[src/rtl/rseq_pkg.sv]
// Shared encodings for the resistance test sequencer.
// Assumes: drive and class codes are the port-level encodings of the top.
package rseq_pkg;

    typedef enum logic [1:0] {
        DRV_OFF = 2'd0,
        DRV_LO  = 2'd1,
        DRV_HI  = 2'd2
    } drive_e;

    typedef enum logic [2:0] {
        CLS_NONE  = 3'd0,
        CLS_SHORT = 3'd1,
        CLS_COND  = 3'd2,
        CLS_DISS  = 3'd3,
        CLS_INDET = 3'd4,
        CLS_INSUL = 3'd5
    } class_e;

    typedef enum logic [1:0] {
        ST_IDLE = 2'd0,
        ST_LOW  = 2'd1,
        ST_HIGH = 2'd2
    } state_e;

endpackage

[src/rtl/rseq_timer.sv]
// Electrification period timer.
// Counts CYC_PER_SEC cycles per second and flags the last cycle of a period
// of secs_i seconds. Assumes secs_i >= 1 and stays constant while run_i is high.
module rseq_timer #(
    parameter int CYC_PER_SEC = 1000000,
    parameter int SEC_W       = 4
) (
    input  logic             clk,
    input  logic             rst_n,
    input  logic             clear_i,
    input  logic             run_i,
    input  logic [SEC_W-1:0] secs_i,
    output logic             expire_o
);
    localparam int CYC_W = (CYC_PER_SEC > 1) ? $clog2(CYC_PER_SEC) : 1;
    localparam logic [CYC_W-1:0] CYC_LAST = CYC_W'(CYC_PER_SEC - 1);

    logic [CYC_W-1:0] cyc_q;
    logic [SEC_W-1:0] sec_q;
    logic             last_cyc;

    // Last cycle of the current second and of the whole period.
    always_comb begin
        last_cyc = (cyc_q == CYC_LAST);
        expire_o = run_i && last_cyc && (sec_q == (secs_i - SEC_W'(1)));
    end

    // Prescaler and seconds counter, restarted by clear.
    always_ff @(posedge clk) begin
        if (!rst_n || clear_i) begin
            cyc_q <= '0;
            sec_q <= '0;
        end else if (run_i) begin
            if (last_cyc) begin
                cyc_q <= '0;
                sec_q <= sec_q + SEC_W'(1);
            end else begin
                cyc_q <= cyc_q + CYC_W'(1);
            end
        end
    end
endmodule

[src/rtl/rseq_classify.sv]
// Reading classifier.
// Maps a decade and open flag to a class code and decides escalation on the
// low-voltage step. Purely combinational.
module rseq_classify
    import rseq_pkg::*;
#(
    parameter int DEC_W     = 4,
    parameter int SHORT_LIM = 3,
    parameter int DISS_LIM  = 6,
    parameter int INDET_DEC = 11,
    parameter int INSUL_LIM = 12
) (
    input  logic [DEC_W-1:0] decade_i,
    input  logic             open_i,
    input  logic             step_hi_i,
    output class_e           class_o,
    output logic             esc_o
);
    // Class bands on the decade; an open circuit reads as insulative.
    always_comb begin
        if (open_i)                                  class_o = CLS_INSUL;
        else if (decade_i < DEC_W'(SHORT_LIM))       class_o = CLS_SHORT;
        else if (decade_i < DEC_W'(DISS_LIM))        class_o = CLS_COND;
        else if (decade_i < DEC_W'(INDET_DEC))       class_o = CLS_DISS;
        else if (decade_i < DEC_W'(INSUL_LIM))       class_o = CLS_INDET;
        else                                         class_o = CLS_INSUL;
    end

    // Escalate only from the low step, on a high or open reading.
    always_comb esc_o = !step_hi_i && (open_i || (decade_i >= DEC_W'(DISS_LIM)));
endmodule

[src/rtl/rseq_ctrl.sv]
// Measurement sequencer state machine.
// Runs low step, optional high step, then registers class, voltage and done.
// Assumes expire_i marks the last cycle of a step and the reading is valid then.
module rseq_ctrl
    import rseq_pkg::*;
#(
    parameter int SEC_W     = 4,
    parameter int SECS_FULL = 15,
    parameter int SECS_MIN  = 2,
    parameter int SECS_MAX  = 5,
    parameter int QS_W      = 3
) (
    input  logic             clk,
    input  logic             rst_n,
    input  logic             start_i,
    input  logic             quick_i,
    input  logic [QS_W-1:0]  quick_secs_i,
    input  logic             expire_i,
    input  logic             esc_i,
    input  class_e           class_i,
    output logic             clear_o,
    output logic             run_o,
    output logic             step_hi_o,
    output logic [SEC_W-1:0] secs_o,
    output drive_e           drive_o,
    output logic             sample_o,
    output class_e           class_o,
    output drive_e           volt_o,
    output logic             done_o
);
    state_e           state_q;
    logic [SEC_W-1:0] secs_sel;
    logic             start_acc;

    // Period selected at start: fixed, or quick value clamped into range.
    always_comb begin
        if (!quick_i)                                secs_sel = SEC_W'(SECS_FULL);
        else if (quick_secs_i < QS_W'(SECS_MIN))     secs_sel = SEC_W'(SECS_MIN);
        else if (quick_secs_i > QS_W'(SECS_MAX))     secs_sel = SEC_W'(SECS_MAX);
        else                                         secs_sel = SEC_W'(quick_secs_i);
    end

    // Decoded controls toward the timer, classifier and ports.
    always_comb begin
        start_acc = start_i && (state_q == ST_IDLE);
        run_o     = (state_q != ST_IDLE);
        step_hi_o = (state_q == ST_HIGH);
        clear_o   = start_acc || expire_i;
        sample_o  = expire_i;
        case (state_q)
            ST_LOW:  drive_o = DRV_LO;
            ST_HIGH: drive_o = DRV_HI;
            default: drive_o = DRV_OFF;
        endcase
    end

    // Step sequencing and result registers.
    always_ff @(posedge clk) begin
        if (!rst_n) begin
            state_q <= ST_IDLE;
            secs_o  <= '0;
            class_o <= CLS_NONE;
            volt_o  <= DRV_OFF;
            done_o  <= 1'b0;
        end else begin
            done_o <= 1'b0;
            case (state_q)
                ST_IDLE: if (start_i) begin
                    state_q <= ST_LOW;
                    secs_o  <= secs_sel;
                    class_o <= CLS_NONE;
                    volt_o  <= DRV_OFF;
                end
                ST_LOW: if (expire_i) begin
                    if (esc_i) begin
                        state_q <= ST_HIGH;
                    end else begin
                        state_q <= ST_IDLE;
                        class_o <= class_i;
                        volt_o  <= DRV_LO;
                        done_o  <= 1'b1;
                    end
                end
                ST_HIGH: if (expire_i) begin
                    state_q <= ST_IDLE;
                    class_o <= class_i;
                    volt_o  <= DRV_HI;
                    done_o  <= 1'b1;
                end
                default: state_q <= ST_IDLE;
            endcase
        end
    end
endmodule

[src/rtl/rtest_seq.sv]
// Auto-ranging resistance test sequencer, top level.
// Connects the period timer, classifier and step controller.
// Assumes decade_i/open_i track the converter and are stable in sample cycles.
module rtest_seq
    import rseq_pkg::*;
#(
    parameter int CYC_PER_SEC = 1000000,
    parameter int SECS_FULL   = 15,
    parameter int SECS_MIN    = 2,
    parameter int SECS_MAX    = 5,
    parameter int DEC_W       = 4,
    parameter int QS_W        = 3
) (
    input  logic             clk,
    input  logic             rst_n,
    input  logic             start_i,
    input  logic             quick_i,
    input  logic [QS_W-1:0]  quick_secs_i,
    input  logic [DEC_W-1:0] decade_i,
    input  logic             open_i,
    output logic [1:0]       drive_sel_o,
    output logic             sample_o,
    output logic [2:0]       class_o,
    output logic [1:0]       volt_o,
    output logic             done_o
);
    localparam int SEC_W = $clog2(SECS_FULL + 1);

    logic             clear, run, step_hi, expire, esc;
    logic [SEC_W-1:0] secs;
    class_e           cls_now, cls_reg;
    drive_e           drive, volt;

    rseq_timer #(.CYC_PER_SEC(CYC_PER_SEC), .SEC_W(SEC_W)) u_timer (
        .clk(clk), .rst_n(rst_n), .clear_i(clear), .run_i(run),
        .secs_i(secs), .expire_o(expire)
    );

    rseq_classify #(.DEC_W(DEC_W)) u_cls (
        .decade_i(decade_i), .open_i(open_i), .step_hi_i(step_hi),
        .class_o(cls_now), .esc_o(esc)
    );

    rseq_ctrl #(
        .SEC_W(SEC_W), .SECS_FULL(SECS_FULL), .SECS_MIN(SECS_MIN),
        .SECS_MAX(SECS_MAX), .QS_W(QS_W)
    ) u_ctrl (
        .clk(clk), .rst_n(rst_n), .start_i(start_i), .quick_i(quick_i),
        .quick_secs_i(quick_secs_i), .expire_i(expire), .esc_i(esc),
        .class_i(cls_now), .clear_o(clear), .run_o(run), .step_hi_o(step_hi),
        .secs_o(secs), .drive_o(drive), .sample_o(sample_o),
        .class_o(cls_reg), .volt_o(volt), .done_o(done_o)
    );

    // Port-level encodings of the typed internal results.
    always_comb begin
        drive_sel_o = drive;
        class_o     = cls_reg;
        volt_o      = volt;
    end
endmodule

[config.mk]
export PLATFORM = sky130hd
export DESIGN_NAME = rtest_seq
export DESIGN_NICKNAME = d
export VERILOG_FILES = /design/src/rtl/rseq_pkg.sv /design/src/rtl/rseq_timer.sv /design/src/rtl/rseq_classify.sv /design/src/rtl/rseq_ctrl.sv /design/src/rtl/rtest_seq.sv
export SDC_FILE = /design/constraint.sdc
export NUM_CORES = 1
export LEC_CHECK = 0
export ABC_CLOCK_PERIOD_IN_PS = 5300
export CORE_UTILIZATION = 60
export CTS_BUF_LIST = sky130_fd_sc_hd__clkbuf_4 sky130_fd_sc_hd__clkbuf_8
export CTS_CLUSTER_DIAMETER = 100
export DETAILED_ROUTE_END_ITERATION = 6
export GPL_TIMING_DRIVEN = 1
export PLACE_DENSITY = 0.95
export SLEW_MARGIN = 20
export SYNTH_ARGS = -nofsm -noshare
export SYNTH_HDL_FRONTEND = slang
export SYNTH_SLANG_ARGS = --single-unit
[constraint.sdc]
create_clock -name clk -period 5.3 [get_ports clk]
set_input_delay 1.06 -clock clk [delete_from_list [all_inputs] [get_ports clk]]
set_output_delay 1.06 -clock clk [all_outputs]
set_load 0.02 [all_outputs]
# --- Word-level counts from Yosys, hierarchy flattened ---
# Index checks and enable logic that the tools add are counted.
op_classes:
  n_addsub: 3
  magnitude_cmp: 7
  eq_ne: 8
  muxes: 29
  n_reduce_logical: 16
op_table:
  columns: ["cell", "count"]
  rows:
  - ["$mux W3", 9]
  - ["$add A20 B1 Y20 const B", 1]
  - ["$eq A20 B20 Y1 const B", 1]
  - ["$mux W20", 1]
  - ["$mux W2", 8]
  - ["$pmux W2 S3", 2]
  - ["$pmux W3 S3", 1]
  - ["$lt A4 B4 Y1 const B", 2]
  - ["$mux W4", 2]
  - ["$reduce_and A5 Y1", 1]
  - ["$add A4 B1 Y4 const B", 1]
  - ["$eq A4 B4 Y1", 1]
  - ["$ge A4 B3 Y1 const B", 1]
  - ["$logic_and A1 B1 Y1", 4]
  - ["$lt A4 B2 Y1 const B", 1]
  - ["$lt A4 B3 Y1 const B", 1]
  - ["$mux W1", 4]
  - ["$ne A2 B1 Y1 const B", 2]
  - ["$ne A2 B2 Y1 const B", 2]
  - ["$pmux W2 S2", 1]
  - ["$reduce_and A2 Y1", 2]
  - ["$sub A4 B1 Y4 const B", 1]
  - ["$gt A3 B3 Y1 const B", 1]
  - ["$logic_or A1 B1 Y1", 3]
  - ["9 further kinds", 10]
word_totals:
  register_bits: 36
  word_cells: 70

# --- Depth between registers and ports, before layout ---
# Gate-level depths: netlist of run 1.
logic_depth:
  word_depth: 9
  ltp_mapped: 9

# --- Hierarchy ---
# From an unflattened synthesis of run 1, not the netlist that was laid out.
hier_totals:
  hier_cells: 221
  hier_area_um2: 1904.3
modules_own_cells:
  columns: ["mod", "n_inst", "cells_per_inst", "area_per_inst_um2"]
  rows:
  - ["rseq_timer", 1, 145, 1218.7]
  - ["rseq_ctrl", 1, 65, 615.6]
  - ["rseq_classify", 1, 11, 70.1]

# --- Least setup slack after synthesis of run 1 ---
# OpenSTA, ideal clock, no wires.
synth_timing:
  path_kind: "register to output"
  start: "register u_timer.cyc_q[7]"
  end: "output port sample_o"
  arrival_ps: 1884
  required_time_ps: 4240
  setup_slack_ps: 2356
  stages_incl_launch_ff: 4
  path_buffers: 0
  cell_sequence: "dfxtp_1 or4_1 or4_4 nor3_1"
synth_via:
  elab_chain_cells: 3
synth_lines:
  columns: ["element", "line", "text"]
  rows:
  - ["start: declaration", "rseq_timer.sv:18", "logic [CYC_W-1:0] cyc_q;"]
  - ["start signal: assignment", "rseq_timer.sv:38", "cyc_q <= cyc_q + CYC_W'(1);"]
  - ["$eq A20 B20 Y1", "rseq_timer.sv:24", "last_cyc = (cyc_q == CYC_LAST);"]
  - ["$logic_and A1 B1 Y1 (2 in series)", "rseq_timer.sv:25", "expire_o = run_i && last_cyc && (sec_q == (secs_i - SEC_W'(1)));"]
  - ["end: declaration", "rtest_seq.sv:22", "output logic sample_o,"]
# No other way between the ends.

# --- Worst setup path after layout of run 1 ---
layout_timing:
  start: "register u_timer.cyc_q[12]"
  end: "output port sample_o"
# Same word-level chain as after synthesis.

==> metrics.md, run 1 <==
| Metric | Value |
|---|---|
| Htree depth | 2 |
| Worst vdd ir | 154.8 uV |
| Cell Pwr Density | between 200 and 250 nW/um^2 |
| Pre-Repair DR Iteration Count | 4 |
| Syn. warnings | 0 |
| FF+latch count, synth | 36 |
| Share of post-route cells with drive strength above 1 | 6.838% |
| Crit path time final | approximately 3800 ps |
| Core area | slightly above 3000 um^2 |
| Static Leak | 0.7361 nW |
| Post-synth cell types | 50 |
| Vias | 1,613 |
| Crit. Startpoint | u_timer.cyc_q[12] |
| Hold_buf cts | 0 |
| R2R depth | 5 |
| Final max-slew violation count | 0 |
| Mapped Nets | 236 |
| Antenna violations before repair | 0 |
| Area contributors post-synth | dfxtp_1, xnor2_1, nor2_1 |
| Top-count cell post-synth | dfxtp_1 |
| # rows | 20 |
| Critical Path Sink Type | output port |
| TritonCTS buffer count | 5 |
| Vias per cell | 5.802 |
| Inserted Diodes | 0 |
| Worst-Margin Slew | about 600 ps |
| Setup TNS | 0 ps |
| Slew HR | 59.59% |
| Met2 usage | 41.71% |
| Area grow syn2layout | 13.54% |
| Ys async rst share | 0% |
| Initial Util | 63.18% |
| Met3 usage | 7.473% |
| Critical path class | reg -> out |
| Residual DRC count | 0 |
| DIE AREA | 3418 um^2 |
| Hold Violations, Final | 0 |
| F_max | roughly 0.27 GHz |
| Synth top area share | between 30% and 40% |
| Count of final setup violators | 0 |
| CP required | ~4200 ps |
| Post-CTS setup repair buffer count | 0 |
| Slowest CP cell | clkdlybuf4s50_1 |
| Critical path fanouts, max | 7 |
| Clock Tree Buf Depth | 2 |
| Top cell type by total area after synthesis | dfxtp_1 |
| Met1 global-route usage | a little under a third |
| FILL cells | 231 |
| CP cell instances | or4b_1, or4_4, nor3_1, clkdlybuf4s50_1 |
| Finished Cell Area | 2172 um^2 |
| PortBufs | 20 |
| Status | finished clean |
| Global route hottest layer | met2 |
| Worst hold-check path type | reg -> reg |
| Post-detailed-route count of antenna-violating nets | 0 |
| HPWL after detailed placement | 2859 um |
| Clock slew at reported path FFs | 110 ps |
| CP arrival | 2700 ps |
| CP startpoint kind | register |
| Clock sinks | 36 |
| CTS tree | yes |
| CTS root buf | clkbuf_4 |
| Worst Hold Depth | 2 |
| Biggest cell delay along the critical path | 650 ps |
| PnR worst setup slack | 1544 ps |
| Nets@finish | 255 |
| Seq/Total Area, Yosys | 37.67% |
| Total routed wirelength | a little under 4000 um |
| Total grt overflow | 0 |
| DR WL/cell | 14.21 um |
| Top cells by count, synth | dfxtp_1, nor2_1, nand3_1 |
| Chip height | 58.47 um |
| Max Cap Violations | 0 |
| Area of placed instances | 2135 um^2 |
| RR Startpoint | u_timer.cyc_q[11] |
| Pre-CTS WS | 1941 ps |
| Largest net degree at the start of global routing | 18 |
| Synthesized area per cell | 8.816 um^2 |
| Synth Cell Area | between 1500 and 2000 um^2 |
| Vias in the first global route | about 1,500 |
| RSZ-0062 raised after global routing | false |
| Io pins | 21 |
| Worst Skew | 14.04 ps |
| CTS resizes | 0 |
| Most common flop cell mapped by yosys | dfxtp_1 |
| Die W | 58.47 um |
| Gpl congestion | 0.8078 |
| Synthesized instance count | 217 |
| Fin crit share | between 70% and 80% |
| Skew-Pair Late Insertion Delay | 350 ps |
| HP Start | u_ctrl.class_o[2] |
| DR iter-0 viols | 86 |
| First-pass GRT wire length | 6617 um |
| Tot GR Track Use | 25.80% |
| Number of synthesized flops with an enable pin | 0 |
-- worst max-delay path: cells and delay by family (launching register included) --
family	cells	cell delay [ps]
DFF	1	390
and+or+nand+nor	3	1300
buffers and inverters	1	650
-- flip-flops by register name, indices dropped and copies added, names as in the netlist --
| register | cells |
|---|---|
| u_timer.cyc_q | 20 |
| u_ctrl.secs_o | 4 |
| u_timer.sec_q | 4 |
| u_ctrl.class_o | 3 |
| u_ctrl.state_q | 2 |
| u_ctrl.volt_o | 2 |
| u_ctrl.done_o | 1 |
-- placed cells by master, fill, tap and decap left out, types with 2 or more instances in the layout --
| master | synthesis | final |
|---|---|---|
| clkbuf_4 | 0 | 5 |
| nor2_1 | 28 | 28 |
| nand4_1 | 6 | 6 |
| dfxtp_1 | 36 | 36 |
| or4_1 | 2 | 2 |
| clkdlybuf4s50_1 | 0 | 20 |
| mux2i_1 | 2 | 2 |
| ha_1 | 7 | 7 |
| nor3_1 | 9 | 9 |
| nand2_1 | 15 | 15 |
| or4b_1 | 3 | 3 |
| or3_1 | 2 | 2 |
| a21oi_1 | 6 | 6 |
| o31ai_1 | 2 | 2 |
| nand3_1 | 16 | 16 |
| or2_2 | 3 | 3 |
| nand3b_1 | 2 | 2 |
| nor4_1 | 2 | 2 |
| nor2b_1 | 4 | 4 |
| xor2_1 | 11 | 11 |
| xnor2_1 | 13 | 13 |
| inv_1 | 6 | 6 |
| o2bb2ai_1 | 3 | 3 |
| nor3b_1 | 2 | 2 |
| nor4b_1 | 2 | 2 |
| nand4b_1 | 2 | 2 |
| o211a_1 | 3 | 3 |
-- metrics by stage --
stage | power (mW) | utilization [%] | hold WS, ps | instances
final | 0.4766 | 71.74 | 476.0 | 278
after global routing | 0.4967 | 71.74 | 502.1 | 278
after CTS | 0.4767 | 71.74 | 479.9 | 278
after detailed placement | 0.3528 | 70.50 | 466.9 | 273
after floorplan | 0.3309 | - | 456.8 | 217
after global placement | 0.3505 | 70.50 | 456.3 | 273
-- area by class of cell --
| class | count | area, um^2 | share of cell area [%] |
|---|---|---|---|
| flip-flops and latches | 36 | 720.7 | 33.18 |
| multi-input cells | 167 | 1136 | 52.30 |
| repair buffers | 20 | 200.2 | 9.217 |
| inverters | 6 | 22.52 | 1.037 |
| clock buffers | 5 | 37.54 | 1.728 |
| well taps | 44 | 55.05 | 2.535 |
-- where the power goes --
| part | internal (mW) | total, mW | switching (mW) |
|---|---|---|---|
| clock network | 0.0443 | 0.130 | 0.0852 |
| logic | 0.0300 | 0.0660 | 0.0361 |
| registers | 0.276 | 0.281 | 0.00501 |
| total | 0.350 | 0.477 | 0.126 |
-- layer usage --
layer  part of all wire (%)  up-vias  routed length (um)
met2                     47       45                1848
li1                       -      813                   -
met1                     45      745                1788
met5                      0        -                   0
met3                    5.7       10                 226
met4                    2.2        0                  85
-- final timing paths --
check | to | slack [ps]
max | sample_o | 1540
min | u_ctrl.class_o[2] | 480
max reg2reg | u_timer.cyc_q[8] | 2700
min reg2reg | u_ctrl.class_o[2] | 480
-- cells by family after synthesis --
kind of cell,Yosys count,synth area share (%)
simple gates,110,31.59
flops,36,37.67
xor+xnor,25,12.16
compound gates,22,9.484
buf+inv,14,2.942
fa+ha+maj,8,5.101
mux,2,1.046
No activity file was read; power rests on OpenSTA's default activity.
==> run 2, diff against run 1 <==
--- a/config.mk
+++ b/config.mk
@@ -5,13 +5,13 @@
 export SDC_FILE = /design/constraint.sdc
 export NUM_CORES = 1
 export LEC_CHECK = 0
-export ABC_CLOCK_PERIOD_IN_PS = 5300
-export CORE_UTILIZATION = 60
+export ABC_CLOCK_PERIOD_IN_PS = 3400
+export CORE_UTILIZATION = 52
 export CTS_BUF_LIST = sky130_fd_sc_hd__clkbuf_4 sky130_fd_sc_hd__clkbuf_8
 export CTS_CLUSTER_DIAMETER = 100
 export DETAILED_ROUTE_END_ITERATION = 6
 export GPL_TIMING_DRIVEN = 1
-export PLACE_DENSITY = 0.95
+export PLACE_DENSITY = 0.88
 export SLEW_MARGIN = 20
 export SYNTH_ARGS = -nofsm -noshare
 export SYNTH_HDL_FRONTEND = slang
==> constraint.sdc (replaced) <==
create_clock -name clk -period 3.4 [get_ports clk]
set_input_delay 0.68 -clock clk [delete_from_list [all_inputs] [get_ports clk]]
set_output_delay 0.68 -clock clk [all_outputs]
set_load 0.02 [all_outputs]
==> run 2 against run 1 <==
  * Die area rose by 15%
  * Register-to-register slack got worse by 1800 ps
  * Via count fell by 0.50%
  * Global-route usage fell by 4.1 points
  * Sequential cell count unchanged
  * Total power increased by 82%
  * Core utilization fell by 6.4 points
  * Critical path depth is the same
  * Sequential share of layout area decreased by 1.1 points
  * Largest power group unchanged
  * Highest routed layer unchanged
==> metrics.md, run 2 (same netlist as run 1, synthesis figures left out) <==
| Metric | Value |
|---|---|
| CTS root buf | clkbuf_8 (was clkbuf_4) |
| RSZ-0062 raised after global routing | false (unchanged) |
| TritonCTS buffer count | 5 (unchanged) |
| Crit. Startpoint | u_timer.cyc_q[12] (unchanged) |
| Post-CTS setup repair buffer count | 0 (unchanged) |
| Hold Violations, Final | 0 (unchanged) |
| Residual DRC count | 0 (unchanged) |
| Reg2Reg Setup Slack | 880 ps (was 2700 ps) |
| Worst hold-check path type | reg -> reg (unchanged) |
| Inserted Diodes | 0 (unchanged) |
| Top reg by flops | u_timer.cyc_q (unchanged) |
| Vias | 1,605 (was 1,613) |
| DR iter-0 viols | 100 (was 86) |
| Final max-slew violation count | 0 (unchanged) |
| WP buf/inv | 1 (unchanged) |
| Skew-Pair Late Insertion Delay | 290 ps (was 350 ps) |
| Count of final setup violators | 0 (unchanged) |
| HPWL after detailed placement | 2897 um (was 2859 um) |
| First-pass GRT wire length | 6727 um (was 6617 um) |
| Io pins | 21 (unchanged) |
| # rows | 21 (was 20) |
| Max reg flops | 20 (unchanged) |
| Sequential cell area | 720.7 um^2 (unchanged) |
| Final hold slack | 477.0 ps (was 476.0 ps) |
| Area grow syn2layout | 17.59% (was 13.54%) |
| DR WL/cell | 14.08 um (was 14.21 um) |
| CP required | 2720 ps (was 4240 ps) |
| Die W | 62.66 um (was 58.47 um) |
| Net Sw Frac | 24.07% (was 26.51%) |
| Most frequent cells in the layout | dfxtp_1, nor2_1, clkdlybuf4s50_1 (unchanged) |
| Pre-Repair DR Iteration Count | 5 (was 4) |
| Share of post-route cells with drive strength above 1 | 8.787% (was 6.838%) |
| Gpl congestion | 0.8792 (was 0.8078) |
| Tot GR Track Use | 21.70% (was 25.80%) |
| FILL cells | 281 (was 231) |
| Vias per cell | 5.632 (was 5.802) |
| Core area | 3442 um^2 (was 3028 um^2) |
| RR Startpoint | u_timer.cyc_q[9] (was u_timer.cyc_q[11]) |
| Max Cap Violations | 0 (unchanged) |
| Worst-Margin Slew | 567.2 ps (was 604.7 ps) |
| Multi-input gate area | 1136 um^2 (unchanged) |
| PortBufs | 20 (unchanged) |
| HP Start | u_ctrl.volt_o[0] (was u_ctrl.class_o[2]) |
| Nets@finish | 257 (was 255) |
| Clock power share | 37.5% (was 27.2%) |
| Met3 usage | 5.292% (was 7.473%) |
| Largest registers | u_timer.cyc_q x20, u_ctrl.secs_o x4, u_timer.sec_q x4 (unchanged) |
| Tot Pwr | 869.6 uW (was 476.6 uW) |
| Sequential Power Share | 50.4% (was 59.0%) |
| Critical path fanouts, max | 7 (unchanged) |
| Total grt overflow | 0 (unchanged) |
| Slowest CP cell | clkdlybuf4s50_1 (unchanged) |
| CTS tree | yes (unchanged) |
| Crit path time final | 3325 ps |
| Fin crit share | 97.79% |
| Static Leak | 0.7747 nW (was 0.7361 nW) |
| Post-detailed-route count of antenna-violating nets | 0 (unchanged) |
| CP top delay family | simple AND/OR/NAND/NOR gates (unchanged) |
| CP cell instances | or4b_1, or4_4, nor3_1, clkdlybuf4s50_1 (unchanged) |
| Clock Tree Buf Depth | 2 (unchanged) |
| Worst Skew | 6.220 ps (was 14.04 ps) |
| Slew HR | 62.10% (was 59.59%) |
| Met2 usage | 37.50% (was 41.71%) |
| Setup TNS | 0 ps (unchanged) |
| F_max | 0.3008 GHz |
| Initial Util | 55.58% (was 63.18%) |
| Largest net degree at the start of global routing | 18 (unchanged) |
| Psw | 209.3 uW (was 126.3 uW) |
| Internal | 660.3 uW (was 350.2 uW) |
| Commonest non-fill, non-tap cell in the layout | dfxtp_1 (unchanged) |
| Global route hottest layer | met2 (unchanged) |
| Chip height | 62.66 um (was 58.47 um) |
| CP arrival | 2640 ps (was 2700 ps) |
| Cell Pwr Density | 386.6 nW/um^2 (was 219.4 nW/um^2) |
| Total routed wirelength | 4012 um (was 3949 um) |
| Critical path class | reg -> out (unchanged) |
| Critical Path Sink Type | output port (unchanged) |
| CP startpoint kind | register (unchanged) |
| CTS resizes | 0 (unchanged) |
| Met1 global-route usage | 24.75% (was 31.40%) |
| Comb pwr share | 12.1% (was 13.9%) |
| Hold_buf cts | 0 (unchanged) |
| DIE AREA | 3926 um^2 (was 3418 um^2) |
| Biggest cell delay along the critical path | 660 ps (was 650 ps) |
| Status | finished clean (unchanged) |
| Vias in the first global route | 1,561 (was 1,515) |
| Worst vdd ir | 234.6 uV (was 154.8 uV) |
| Antenna violations before repair | 0 (unchanged) |
| Clock sinks | 36 (unchanged) |
| Htree depth | 2 (unchanged) |
| Clock slew at reported path FFs | 70 ps (was 110 ps) |
[run 2: changes by cell type in the layout (fill, tap and decap cells not counted)]
cell	before	now
clkbuf_4	5	2
clkbuf_8	0	6
buf_4	0	2
[run 2: power groups by stage]
stage	registers [mW]	logic, mW	clock network (mW)
global placement	0.447	0.102	0
floorplan	0.448	0.0680	0
CTS	0.438	0.105	0.332
global route	0.439	0.116	0.350
finish	0.438	0.105	0.326
detailed placement	0.448	0.104	0
[run 2: per-stage QoR]
step | setup WS, ps | area (um^2) | util, % | std cells
3_3_place_gp | 444.9 | 2152 | 62.52 | 277
5_1_grt | 3.372 | 2250 | 65.36 | 285
6_report | 75.01 | 2250 | 65.36 | 285
3_5_place_dp | 392.9 | 2152 | 62.52 | 277
4_1_cts | 65.61 | 2250 | 65.36 | 285
2_1_floorplan | 836.5 | 1913 | - | 217
[run 2: routing by layer]
layer / part of all wire [%] / wire length [um] / vias up
met2: 48 / 1930 / 31
met3: 3.5 / 141 / 11
met4: 2.0 / 82 / 0
met1: 46 / 1858 / 754
li1: - / - / 809
met5: 0 / 0 / -
[run 2: area by class of cell]
class                           count  area share, %
Clock buffer                        8          4.338
Inverter                            6          1.001
Multi-Input combinational cell    167          50.50
Sequential cell                    36          32.04
Tap cell                           46          2.558
Timing Repair Buffer               22          9.566
[run 2: worst paths after layout]
path,endpoint,depth (start not counted)
worst min-delay path,u_ctrl.volt_o[0],2
worst max-delay path,sample_o,4
worst max register to register,u_timer.cyc_q[3],5
worst min register to register,u_ctrl.volt_o[0],2
[run 2: worst reg2reg max path, delay by kind of cell, from the launching register on]
kind | cells | cell delay (ps)
and+or+nand+nor | 5 | 1950
DFF | 1 | 430
==> run 3, diff against run 2 <==
--- a/config.mk
+++ b/config.mk
@@ -6,6 +6,7 @@
 export NUM_CORES = 1
 export LEC_CHECK = 0
 export ABC_CLOCK_PERIOD_IN_PS = 3400
+export CAP_MARGIN = 20
 export CORE_UTILIZATION = 52
 export CTS_BUF_LIST = sky130_fd_sc_hd__clkbuf_4 sky130_fd_sc_hd__clkbuf_8
 export CTS_CLUSTER_DIAMETER = 100
==> results of run 3 <==
The final DEF is identical to that of run 2; final timing and power are the same.
